--- config.mk ---
export PLATFORM = sky130hd
export DESIGN_NAME = dau_addr_unit
export DESIGN_NICKNAME = d
export VERILOG_FILES = /design/src/rtl/dau_pkg.sv /design/src/rtl/dau_direct.sv /design/src/rtl/dau_ptr_slot.sv /design/src/rtl/dau_addr_unit.sv
export SDC_FILE = /design/constraint.sdc
export NUM_CORES = 1
export LEC_CHECK = 0
export ABC_AREA = 1
export BUFFER_PORTS_ARGS = -buffer_cell sky130_fd_sc_hd__buf_2
export CORE_MARGIN = 4
export CORE_UTILIZATION = 30
export DETAILED_ROUTE_END_ITERATION = 10
export GPL_TIMING_DRIVEN = 0
export MAX_ROUTING_LAYER = met4
export PLACE_DENSITY_LB_ADDON = 0.3
export SLEW_MARGIN = 20
export SYNTH_ARGS = -nofsm -noshare
export SYNTH_HDL_FRONTEND = slang
export SYNTH_SLANG_ARGS = --single-unit
export TNS_END_PERCENT = 5
--- constraint.sdc ---
create_clock -name clk -period 2.3 [get_ports clk]
set_input_delay 0.23 -clock clk [delete_from_list [all_inputs] [get_ports clk]]
set_output_delay 0.23 -clock clk [all_outputs]
set_load 0.02 [all_outputs]
--- src/rtl/dau_pkg.sv ---
package dau_pkg;
  localparam int ADDR_W  = 12;
  localparam int BANK_W  = 4;
  localparam int FIELD_W = 8;

  // low three bits of a virtual address select the access kind
  typedef enum logic [2:0] {
    VM_PLUSW   = 3'd3,
    VM_PREINC  = 3'd4,
    VM_POSTDEC = 3'd5,
    VM_POSTINC = 3'd6,
    VM_PLAIN   = 3'd7
  } vmode_e;
endpackage

--- src/rtl/dau_direct.sv ---
module dau_direct
  import dau_pkg::*;
#(
  parameter logic [FIELD_W-1:0] ACC_SPLIT = 8'h60
) (
  input  logic               banked,
  input  logic [BANK_W-1:0]  bank_q,
  input  logic [FIELD_W-1:0] f_field,
  output logic [ADDR_W-1:0]  dir_addr
);
  localparam logic [BANK_W-1:0] LO_PAGE = '0;
  localparam logic [BANK_W-1:0] HI_PAGE = '1;

  always_comb begin
    if (banked)
      dir_addr = {bank_q, f_field};
    else if (f_field < ACC_SPLIT)
      dir_addr = {LO_PAGE, f_field};
    else
      dir_addr = {HI_PAGE, f_field};
  end
endmodule

--- src/rtl/dau_ptr_slot.sv ---
module dau_ptr_slot
  import dau_pkg::*;
#(
  parameter logic [ADDR_W-1:0] GROUP_BASE = 12'hFE8
) (
  input  logic               clk,
  input  logic               rst_n,
  input  logic [ADDR_W-1:0]  dir_addr,
  input  logic [FIELD_W-1:0] wreg,
  input  logic               acc_en,
  input  logic               ld_en,
  input  logic [ADDR_W-1:0]  ld_val,
  output logic               hit,
  output logic [ADDR_W-1:0]  ea,
  output logic [ADDR_W-1:0]  ptr_o
);
  localparam logic [ADDR_W-1:0] ONE = ADDR_W'(1);

  logic [ADDR_W-1:0] ptr_r, ptr_d, ofs;
  logic [2:0]        sel;
  logic              ptr_en;

  assign sel = dir_addr[2:0];
  assign hit = (dir_addr[ADDR_W-1:3] == GROUP_BASE[ADDR_W-1:3]) &&
               (sel >= VM_PLUSW);
  assign ofs = {{(ADDR_W-FIELD_W){wreg[FIELD_W-1]}}, wreg};

  always_comb begin
    ea    = ptr_r;
    ptr_d = ptr_r;
    case (sel)
      VM_PLUSW:   ea = ptr_r + ofs;
      VM_PREINC: begin
        ea    = ptr_r + ONE;
        ptr_d = ptr_r + ONE;
      end
      VM_POSTDEC: ptr_d = ptr_r - ONE;
      VM_POSTINC: ptr_d = ptr_r + ONE;
      default: ;
    endcase
    if (ld_en) ptr_d = ld_val;
  end

  assign ptr_en = ld_en || (acc_en && hit);

  always_ff @(posedge clk or negedge rst_n) begin
    if (!rst_n)      ptr_r <= '0;
    else if (ptr_en) ptr_r <= ptr_d;
  end

  assign ptr_o = ptr_r;
endmodule

--- src/rtl/dau_addr_unit.sv ---
module dau_addr_unit
  import dau_pkg::*;
#(
  parameter int                  NPTR         = 3,
  parameter logic [FIELD_W-1:0]  ACC_SPLIT    = 8'h60,
  parameter logic [ADDR_W-1:0]   TOP_GROUP    = 12'hFE8,
  parameter int                  GROUP_STRIDE = 8,
  localparam int                 SEL_W        = $clog2(NPTR)
) (
  input  logic                     clk,
  input  logic                     rst_n,
  input  logic [FIELD_W-1:0]       f_field,
  input  logic                     banked,
  input  logic                     acc_en,
  input  logic [FIELD_W-1:0]       wreg,
  input  logic                     bsr_we,
  input  logic [BANK_W-1:0]        bsr_wdata,
  input  logic                     ptr_we,
  input  logic [SEL_W-1:0]         ptr_wsel,
  input  logic [ADDR_W-1:0]        ptr_wdata,
  output logic [ADDR_W-1:0]        eff_addr,
  output logic                     indirect_hit,
  output logic [BANK_W-1:0]        bank_q,
  output logic [NPTR*ADDR_W-1:0]   ptr_q
);
  logic [ADDR_W-1:0] dir_addr;
  logic [BANK_W-1:0] bank_r, bank_d;
  logic [NPTR-1:0]   hit_v;
  logic [ADDR_W-1:0] ea_v [NPTR];

  always_comb begin
    bank_d = bank_r;
    if (bsr_we) bank_d = bsr_wdata;
  end

  always_ff @(posedge clk or negedge rst_n) begin
    if (!rst_n) bank_r <= '0;
    else        bank_r <= bank_d;
  end

  assign bank_q = bank_r;

  dau_direct #(.ACC_SPLIT(ACC_SPLIT)) u_direct (
    .banked   (banked),
    .bank_q   (bank_r),
    .f_field  (f_field),
    .dir_addr (dir_addr)
  );

  for (genvar k = 0; k < NPTR; k++) begin : g_slot
    localparam logic [ADDR_W-1:0] BASE = TOP_GROUP - ADDR_W'(k * GROUP_STRIDE);
    dau_ptr_slot #(.GROUP_BASE(BASE)) u_slot (
      .clk      (clk),
      .rst_n    (rst_n),
      .dir_addr (dir_addr),
      .wreg     (wreg),
      .acc_en   (acc_en),
      .ld_en    (ptr_we && (ptr_wsel == SEL_W'(k))),
      .ld_val   (ptr_wdata),
      .hit      (hit_v[k]),
      .ea       (ea_v[k]),
      .ptr_o    (ptr_q[k*ADDR_W +: ADDR_W])
    );
  end

  always_comb begin
    eff_addr     = dir_addr;
    indirect_hit = |hit_v;
    for (int k = 0; k < NPTR; k++)
      if (hit_v[k]) eff_addr = ea_v[k];
  end
endmodule

==> flow_summary_export.csv <==
group,metric,value,unit
status,status,"finished, violations left",
status,violations,"negative setup slack",
logic_synthesis,synthMuxAreaShare,0.182,%
timing,final_max_slew_viol_count,0,
critical_path,crit_path_cell_trace,"inv_1 > nor3_4 > nand2_1 > xor2_1 > nand2_1 > o21ai_0 > o21ai_0 > nand3_2 > buf_4",
placed_design,gp_congestion,0.959,
detailed_routing,wl,26.3,mm
timing,fin_crit_sh,109,%
floorplan,start_util,30.5,%
detailed_routing,via_per_inst,5.37,
power,p_per_area,674,mW/mm²
timing,fmax,398,MHz
placed_design,dpl.hpwl,21.0,mm
logic_synthesis,yosysSeqAreaShare,16.1,%
logic_synthesis,synth.distinct_cells,47,
finish,syn2layout_area_growth,28.7,%
critical_path,crit_required,2.07,ns
grt,grt_pass1_vias,7281,
logic_synthesis,synth.area.top_cells,"nand2_1 19%, dfrtp_1 16%, nand3_1 9.1%, ha_1 7.9%, inv_1 7.8%",
grt,antenna_found_initial,1,
detailed_routing,wl_per_cell,18.1,µm
finish,drive_gt1_share,24.6,%
logic_synthesis,synth_compound_area_share,19.9,%
timing,post-route-min-period,2.51,ns
timing,setup_viol,12,
floorplan,boundaryPins,93,
worst_hold_path,hold_path.class,"in2reg",
timing,setup_slack,-0.215,ns
placed_design,io_buffer_count,92,
critical_path,critPathLaunchType,"flop",
detailed_routing,drt_pass1_iterations,6,
timing,hold_viol,0,
power,power,0.00537,W
timing,tns,-2.04,ns
clock_network,clock-sinks,40,
logic_synthesis,syn-cell-area,0.00620,mm²
finish,fin_util,39.3,%
critical_path,crit_type,"reg2out",
clock_network,h-tree-depth,2,
clock_network,clockRootBuffer,"clkbuf_16",
critical_path,worstPathArrival,2.28,ns
logic_synthesis,synth_cells,1058,
clock_network,cts_tree,"built",
logic_synthesis,synthSimpleGateAreaFrac,41.2,%
detailed_routing,dr_total_vias,7801,
logic_synthesis,netlist.area_leader.share,18.7,%
grt,grt_pass1_wl,40.3,mm
floorplan,die_w,152,µm
job,maxCapViolations,0,
floorplan,coreArea,0.0203,mm²
logic_synthesis,synthTopCellsByCount,"309 x nand2_1, 128 x inv_1, 113 x nand3_1, 100 x nor2_1, 74 x o21ai_0",
logic_synthesis,synthArstFlopShare,100,%
detailed_routing,route.detailed.drc,0,
detailed_routing,ant_nets,0,
logic_synthesis,synth.most_common_cell,"nand2_1",
clock_network,insertion_delay,0.31,ns
power,cellLeakagePower,3.79,nW
logic_synthesis,synth_top_family_by_area,"simple AND/OR/NAND/NOR gates",
clock_network,path_clk_slew,0.07,ns
logic_synthesis,ys.flop_type,"dfrtp_1",
clock_network,cts_buffers,5,
logic_synthesis,ys_ff_latch,40,
grt,grt_max_degree,41,
logic_synthesis,synth_adder_area_share,8.84,%
clock_network,clock_path_buffers,2,
detailed_routing,drt_iter0_drc,831,
timing,rsz0062_at_grt,"true",
critical_path,slowest_delay,0.47,ns
floorplan,dieArea,0.0230,mm²
critical_path,crit_path_top_delay_cell,"dfrtp_2",
floorplan,die_h,152,µm
finish,stdcell_count,1454,
logic_synthesis,syn_area_per_cell,5.86,µm²
logic_synthesis,synth_top_cell_by_area,"nand2_1",
critical_path,cp-end-kind,"primary output",
finish,fillCellCount,2191,
timing,slew_headroom,50.1,%
logic_synthesis,synth_nets,1140,
timing,tightest_slew,0.749,ns
power,ir_drop,0.372,mV
logic_synthesis,ys.warnings.count,0,
placed_design,post-place-cells,1420,
grt,grt_overflow,0,
finish,final_nets,1264,
grt,grt_usage,23.5,%
logic_synthesis,synth_edf_count,0,
floorplan,num_rows,52,
logic_synthesis,synthXorXnorAreaFrac,2.97,%
timing,skew,0.0151,ns
critical_path,cp_max_fo,7,
==> worst max-delay path, delay by kind of cell (launching register included) <==
kind / cells / cell delay, ns
buffers and inverters: 2 / 0.36
xor gates and xnor gates: 1 / 0.20
AOI/OAI and AO/OA: 2 / 0.27
and+or+nand+nor: 4 / 0.68
DFF: 1 / 0.47
==> through the flow <==
stage | instance area (µm²) | hold WS (ns) | setup WS (ns)
global placement | 7000 | 0.449 | -0.354
detailed placement | 7000 | 0.444 | -0.373
floorplan | 6200 | -0.0656 | 0.0281
finish | 7980 | 0.128 | -0.215
CTS | 7790 | 0.122 | -0.230
global route | 7980 | 0.134 | -0.313
==> where the power goes <==
part | switching (W) | total (W) | internal, W
Combinational | 0.00203 | 0.00328 | 0.00125
Sequential | 0.000386 | 0.00125 | 0.000869
Clock | 0.000331 | 0.000842 | 0.000512
Total | 0.00274 | 0.00537 | 0.00263
==> cell families (layout without fill, tap and decap cells) <==
group,count (synthesis),after routing
AOI/OAI and AO/OA,204,204
muxes,1,1
adders and majority gates,42,42
DFF,40,40
other,0,1
xor gates and xnor gates,21,21
and+or+nand+nor,585,585
buffers and inverters,165,290
==> layer usage <==
layer / up-vias / wire, µm / GRT usage (%)
met4: 0 / 1160 / 9.66
met1: 3545 / 12000 / 32.6
met2: 384 / 11100 / 35.1
li1: 3809 / - / -
met5: - / 0 / -
met3: 63 / 2060 / 2.47
==> path summary, 6_finish.rpt <==
check                                          start                        end  slack (ns)  depth (start not counted)
min in group asynchronous                      rst_n  g_slot[0].u_slot.ptr_o[7]        0.46                          2
hold reg to reg                            bank_q[1]                  bank_q[1]        0.55                          2
setup / recovery           g_slot[1].u_slot.ptr_o[2]                eff_addr[7]       -0.21                          9
hold / removal                          bsr_wdata[1]                  bank_q[1]        0.13                          3
max in group asynchronous                      rst_n  g_slot[2].u_slot.ptr_o[2]        1.38                          2
setup reg to reg           g_slot[1].u_slot.ptr_o[0]  g_slot[1].u_slot.ptr_o[8]        0.10                         12
==> final cells by class <==
| cell class | instances | area, µm² | area share [%] |
|---|---|---|---|
| antenna | 1 | 2.50 | 0.0314 |
| timing repair buffer | 117 | 706 | 8.84 |
| multi-input combinational | 853 | 5060 | 63.5 |
| tap | 270 | 338 | 4.23 |
| buffer | 24 | 135 | 1.69 |
| clock inverter | 2 | 35.0 | 0.439 |
| inverter | 141 | 533 | 6.68 |
| clock buffer | 6 | 129 | 1.62 |
| sequential | 40 | 1040 | 13.0 |
==> placed cells by master (no fill, tap or decap), drive strengths merged, types with 3 or more instances in the layout <==
cell type  Yosys  final
nand3        114    114
inv          137    137
o211ai        23     23
buf           17    132
nand4         22     22
a31oi          4      4
nor3          15     15
dfrtp         40     40
xnor2          4      4
ha            39     39
o21ai         82     82
o2111ai        4      4
o22ai          8      8
a21oi         53     53
fa             3      3
o21bai         6      6
nor2         104    104
a22oi          3      3
clkbuf         7     14
nand2        320    320
or2            6      6
clkinv         4      5
o221ai        15     15
xor2          17     17
==> flip-flops by register name, indices dropped and copies added, names as in the netlist <==
register,cells
g_slot.u_slot.ptr_o,36
bank_q,4
==> what timing repair did <==
item	4_1_cts	5_1_grt
hold buffers	0	1
hold endpoints to repair	0	40
buffers inserted	16	8
endpoints found under the setup margin	12	13
pin swaps	12	12
resized for setup	116	39
No activity file was read; power rests on OpenSTA's default activity.
